### src/rtl/cfg_sink_pkg.sv
package cfg_sink_pkg;

  typedef enum logic [2:0] {
    ST_IDLE     = 3'b000,
    ST_BUSY     = 3'b001,
    ST_PRERR    = 3'b010,
    ST_CRCERR   = 3'b011,
    ST_INCOMPAT = 3'b100,
    ST_OK       = 3'b101
  } sinkStatus_e;

  typedef enum logic [1:0] {
    PH_IDLE,
    PH_ARM,
    PH_RUN,
    PH_FIN
  } sinkPhase_e;

  // strobes from control to datapath
  typedef struct packed {
    logic clear;
    logic run;
  } ctlStrobe_t;

  // flags from datapath to control
  typedef struct packed {
    logic take;
    logic isFirst;
    logic isLast;
    logic hdrMatch;
    logic crcMatch;
  } dpFlags_t;

  localparam int CRC_W = 32;
  localparam logic [CRC_W-1:0] CRC_POLY = 32'hEDB88320;

endpackage

### src/rtl/cfg_sink_dp.sv
module cfg_sink_dp
  import cfg_sink_pkg::*;
#(
  parameter int DATA_W  = 32,
  parameter int CNT_W   = 16,
  parameter int RATIO_W = 4
) (
  input  logic               clk,
  input  logic               rst_n,
  input  ctlStrobe_t         ctl,
  input  logic [RATIO_W-1:0] cfgRatio,
  input  logic [CNT_W-1:0]   expWords,
  input  logic [DATA_W-1:0]  expHeader,
  input  logic [DATA_W-1:0]  inData,
  input  logic               inValid,
  output logic               inReady,
  output dpFlags_t           flags
);

  logic [RATIO_W-1:0] phase;
  logic [RATIO_W-1:0] phaseTop;
  logic [CNT_W-1:0]   wordCnt;
  logic [CRC_W-1:0]   crcReg;
  logic [CRC_W-1:0]   crcNext;
  logic               take;

  // ratio 0 and 1 both mean one word per cycle
  assign phaseTop = (cfgRatio <= RATIO_W'(1)) ? '0 : cfgRatio - RATIO_W'(1);

  assign inReady = ctl.run && (phase == '0);
  assign take    = inReady && inValid;

  always_ff @(posedge clk or negedge rst_n) begin
    if (!rst_n) begin
      phase <= '0;
    end else if (ctl.clear) begin
      phase <= '0;
    end else if (ctl.run) begin
      phase <= (phase == phaseTop) ? '0 : phase + RATIO_W'(1);
    end
  end

  always_ff @(posedge clk or negedge rst_n) begin
    if (!rst_n) begin
      wordCnt <= '0;
    end else if (ctl.clear) begin
      wordCnt <= '0;
    end else if (take) begin
      wordCnt <= wordCnt + CNT_W'(1);
    end
  end

  // reflected CRC-32, LSB of the word first
  always_comb begin
    crcNext = crcReg;
    for (int b = 0; b < DATA_W; b++) begin
      if (crcNext[0] ^ inData[b]) crcNext = (crcNext >> 1) ^ CRC_POLY;
      else                        crcNext = crcNext >> 1;
    end
  end

  always_ff @(posedge clk or negedge rst_n) begin
    if (!rst_n) begin
      crcReg <= '1;
    end else if (ctl.clear) begin
      crcReg <= '1;
    end else if (take && !flags.isLast) begin
      crcReg <= crcNext;
    end
  end

  assign flags.take     = take;
  assign flags.isFirst  = (wordCnt == '0);
  assign flags.isLast   = (wordCnt == expWords - CNT_W'(1));
  assign flags.hdrMatch = (inData == expHeader);
  assign flags.crcMatch = (~crcReg == inData[CRC_W-1:0]);

endmodule

### src/rtl/cfg_sink_ctrl.sv
module cfg_sink_ctrl
  import cfg_sink_pkg::*;
(
  input  logic        clk,
  input  logic        rst_n,
  input  logic        startReq,
  input  dpFlags_t    flags,
  output ctlStrobe_t  ctl,
  output logic        freezeOut,
  output logic [2:0]  statusOut
);

  sinkPhase_e  phase;
  sinkStatus_e status;
  logic        startPrev;
  logic        startEdge;
  logic        crcOkQ;

  assign startEdge = startReq && !startPrev;
  assign ctl.clear = (phase == PH_IDLE);
  assign ctl.run   = (phase == PH_RUN);
  assign statusOut = status;

  always_ff @(posedge clk or negedge rst_n) begin
    if (!rst_n) begin
      startPrev <= 1'b0;
      phase     <= PH_IDLE;
      status    <= ST_IDLE;
      freezeOut <= 1'b0;
      crcOkQ    <= 1'b0;
    end else begin
      startPrev <= startReq;
      case (phase)
        PH_IDLE: begin
          if (startEdge) begin
            phase     <= PH_ARM;
            freezeOut <= 1'b1;
            status    <= ST_IDLE;
          end
        end
        PH_ARM: begin
          status <= ST_BUSY;
          phase  <= PH_RUN;
        end
        PH_RUN: begin
          if (flags.take) begin
            if (flags.isFirst && !flags.hdrMatch) begin
              status    <= ST_INCOMPAT;
              freezeOut <= 1'b0;
              phase     <= PH_IDLE;
            end else if (flags.isLast) begin
              if (startReq) begin
                status    <= ST_PRERR;
                freezeOut <= 1'b0;
                phase     <= PH_IDLE;
              end else begin
                crcOkQ <= flags.crcMatch;
                phase  <= PH_FIN;
              end
            end
          end
        end
        PH_FIN: begin
          status    <= crcOkQ ? ST_OK : ST_CRCERR;
          freezeOut <= 1'b0;
          phase     <= PH_IDLE;
        end
        default: phase <= PH_IDLE;
      endcase
    end
  end

endmodule

### src/rtl/cfg_stream_sink.sv
module cfg_stream_sink
  import cfg_sink_pkg::*;
#(
  parameter int DATA_W  = 32,
  parameter int CNT_W   = 16,
  parameter int RATIO_W = 4
) (
  input  logic               clk,
  input  logic               rst_n,
  input  logic               startReq,
  input  logic [RATIO_W-1:0] cfgRatio,
  input  logic [CNT_W-1:0]   expWords,
  input  logic [DATA_W-1:0]  expHeader,
  input  logic [DATA_W-1:0]  inData,
  input  logic               inValid,
  output logic               inReady,
  output logic               freezeOut,
  output logic [2:0]         statusOut
);

  ctlStrobe_t ctl;
  dpFlags_t   flags;

  cfg_sink_ctrl u_ctrl (
    .clk       (clk),
    .rst_n     (rst_n),
    .startReq  (startReq),
    .flags     (flags),
    .ctl       (ctl),
    .freezeOut (freezeOut),
    .statusOut (statusOut)
  );

  cfg_sink_dp #(
    .DATA_W  (DATA_W),
    .CNT_W   (CNT_W),
    .RATIO_W (RATIO_W)
  ) u_dp (
    .clk       (clk),
    .rst_n     (rst_n),
    .ctl       (ctl),
    .cfgRatio  (cfgRatio),
    .expWords  (expWords),
    .expHeader (expHeader),
    .inData    (inData),
    .inValid   (inValid),
    .inReady   (inReady),
    .flags     (flags)
  );

endmodule

### config.mk
export PLATFORM = sky130hd
export DESIGN_NAME = cfg_stream_sink
export DESIGN_NICKNAME = d
export VERILOG_FILES = /design/src/rtl/cfg_sink_pkg.sv /design/src/rtl/cfg_sink_dp.sv /design/src/rtl/cfg_sink_ctrl.sv /design/src/rtl/cfg_stream_sink.sv
export SDC_FILE = /design/constraint.sdc
export NUM_CORES = 1
export LEC_CHECK = 0
export BUFFER_PORTS_ARGS = -buffer_cell sky130_fd_sc_hd__buf_2
export CORE_MARGIN = 1.5
export CORE_UTILIZATION = 61
export CTS_BUF_LIST = sky130_fd_sc_hd__clkbuf_4 sky130_fd_sc_hd__clkbuf_8
export DETAILED_ROUTE_END_ITERATION = 8
export PLACE_DENSITY = 0.84
export SLEW_MARGIN = 20
export SYNTH_ARGS = -nofsm -noshare
export SYNTH_HDL_FRONTEND = slang
export SYNTH_SLANG_ARGS = --single-unit
### constraint.sdc
create_clock -name clk -period 4.2 [get_ports clk]
set_input_delay 0.21 -clock clk [delete_from_list [all_inputs] [get_ports clk]]
set_output_delay 0.21 -clock clk [all_outputs]
set_load 0.005 [all_outputs]
==> flow_summary.json <==
{
  "synth-seq-cells": 60,
  "drv_cap": 0,
  "grt_max_degree": 65,
  "hold_violations": 0,
  "yosysSeqAreaShare": 0.225,
  "post_cts_buffers": 0,
  "crit_end": "u_dp.crcReg[21]",
  "clock_sinks": 60,
  "via_per_inst": 5.79,
  "cts_tree": "yes",
  "worstSetupEndpointType": "flip-flop",
  "synth_compound_area_frac": 0.0572,
  "cts_buffer_depth": 2,
  "routed_wl_um": 19900,
  "core_um2": 10900,
  "setup_violations": 0,
  "start_util": 0.629,
  "io-pin-count": 93,
  "nNetsFinal": 909,
  "syn_avg_cell_area_um2": 9.98,
  "synth.area.mux_share": 0.00749,
  "grt-ovfl-total": 0,
  "finalClockSkew_ps": 12.4,
  "vias": 5542,
  "worstSetupPathType": "flip-flop to flip-flop",
  "synthFlopType": "dfstp_2",
  "clock_latency_ps": 350,
  "diodes": 0,
  "worstPathRequired_ps": 4480,
  "cts_root_buffer": "clkbuf_8",
  "netlist.area_leader.share": 0.271,
  "gp_congestion": 0.963,
  "r2r-start": "u_dp.crcReg[12]",
  "drtAntennaViolNets": 0,
  "synth-xor-area-share": 0.548,
  "numCtsBuffers": 9,
  "drive_gt1_frac": 0.269,
  "ys_top_cells_by_area": "xnor2_1 27%, dfstp_2 12%, dfrtp_1 10%",
  "final_common_cell": "xnor2_1",
  "r2r-end": "u_dp.crcReg[21]",
  "dieHeight_um": 109,
  "rrSetupSlack_ps": 150,
  "mostFrequentLayoutCells": "212 x xnor2_1, 92 x buf_2, 70 x xor2_1, 48 x nor3_1, 42 x a21oi_1",
  "port_buffers": 92,
  "fillers": 816,
  "die-area_um2": 11900,
  "fmax_mhz": 247,
  "fin_crit_ps": 4050,
  "h-tree-depth": 3,
  "register_area_um2": 1540,
  "grt_pass1_vias": 5621,
  "grt_usage": 0.356,
  "wl_per_cell_um": 20.8,
  "synthToLayoutAreaGrowth_pct": 15.9,
  "drc": 0,
  "synth-edff-count": 0,
  "grt_pass1_wl_um": 30900,
  "path_max_fanout": 6,
  "drt-pass1-iter-count": 5,
  "path_clk_slew_ps": 80,
  "fin_setup_tns_ps": 0,
  "grt_antenna_before_repair": 0,
  "worstMarginPinSlew_ps": 966,
  "ys_async_sr_fraction": 1.00,
  "cp-startpoint": "u_dp.crcReg[12]",
  "yosysWarnings": 0,
  "slew_headroom": 0.350,
  "syn_area_um2": 6850,
  "synth_top_family_by_area": "XOR/XNOR gates",
  "multi_input_area_um2": 5190,
  "synth_nets": 783,
  "reg2regPathDepth": 9,
  "die_w_um": 109,
  "syn-instance-count": 686,
  "synth-adder-area-share": 0.0164,
  "yosysUniqueCellTypes": 53,
  "dp_hpwl_um": 16300,
  "drt_iter0_markers": 463,
  "synth-simple-area-share": 0.125,
  "worstPathArrival_ps": 4330,
  "startpoint_type": "flip-flop",
  "maxSlewViolCount": 0,
  "status": "complete, no violations",
  "core.rowCount": 38,
  "grt_setup_unrepaired": "no",
  "synth.largest_area_cell": "xnor2_1",
  "period_share": 0.965,
  "min_path_type": "input pin to asynchronous set/reset pin"
}
how the worst min path moves through the flow:
stage,to,slack (ps),cells after the start
4_1_cts,u_dp.phase[2],30,2
2_1_floorplan,u_ctrl.crcOkQ,-90,0
3_5_place_dp,u_ctrl.startPrev,370,1
5_1_grt,u_ctrl.statusOut[0],70,2
3_3_place_gp,u_ctrl.startPrev,360,1
6_report,u_ctrl.statusOut[1],10,2
layout make-up:
type,instances,area share
inverters,17,0.00804
well taps,140,0.0221
clock inverters,5,0.00473
clock buffers,11,0.0175
multi-input cells,591,0.655
flip-flops and latches,60,0.194
repair buffers,133,0.0987
cell families after synthesis:
logic type                 count (synthesis)
adders and majority gates                  9
buffers and inverters                     35
DFF                                       60
xor gates and xnor gates                 342
AOI/OAI and AO/OA                         69
muxes                                      5
and+or+nand+nor                          166
synth_stat cells (3+ instances only):
cell,n
xnor3_2,9
xnor2_1,212
o21ai_0,9
or3_1,3
ha_1,9
inv_1,16
xnor2_2,10
nor3_1,48
nor2b_1,3
nor3b_1,3
xor2_2,5
and3b_1,3
xnor3_1,23
xnor2_4,3
nor4_1,13
nand2_1,21
xor3_2,3
nor2_1,32
o22ai_1,3
and3_1,4
nand4_1,17
nand2b_1,6
xor2_1,72
mux2i_1,4
clkbuf_1,15
nand3_1,8
a21oi_1,43
dfstp_2,32
dfrtp_1,28
critical path, stage by stage (launching register included):
cell     delay [ps]
dfstp_2         540
xnor2_1         230
xnor3_2         610
xnor2_4         280
xor3_4          650
xnor2_4         320
xor3_2          570
xor3_2          450
xor2_1          170
a21oi_1         160
stage by stage:
stage / hold WS, ps / area (um2) / setup WS, ps / instances / utilization
finish: 9.83 / 7940 / 146 / 957 / 0.729
global route: 71.8 / 7940 / 26.4 / 957 / 0.729
CTS: 28.6 / 7900 / 133 / 956 / 0.726
detailed placement: 367 / 7710 / 159 / 939 / 0.708
global placement: 361 / 7710 / 228 / 939 / 0.708
floorplan: -85.6 / 6850 / 413 / 686 / -
per-layer routing:
| layer | GRT usage | vias to the layer above | wire length, um |
|---|---|---|---|
| met3 | 0.0681 | 35 | 1580 |
| li1 | - | 2564 | - |
| met1 | 0.484 | 2686 | 8640 |
| met5 | 0 | - | 0 |
| met2 | 0.575 | 257 | 9190 |
| met4 | 0.108 | 0 | 462 |
flip-flops by register name (all words and copies together) (netlist names):
| signal | flops |
|---|---|
| u_dp.phase | 4 |
| u_ctrl.phase | 2 |
| u_ctrl.statusOut | 3 |
| u_ctrl.startPrev | 1 |
| u_ctrl.crcOkQ | 1 |
| u_ctrl.freezeOut | 1 |
| u_dp.wordCnt | 16 |
| u_dp.crcReg | 32 |
what timing repair did:
action                                  4_1_cts  5_1_grt
endpoints found under the setup margin        0        2
hold buffers                                  1        0
hold endpoints to repair                      1        0
gates resized for setup                       0        2
Power is not shown: default switching activity piles up to over one toggle a cycle in this logic, so the estimate is an artifact.
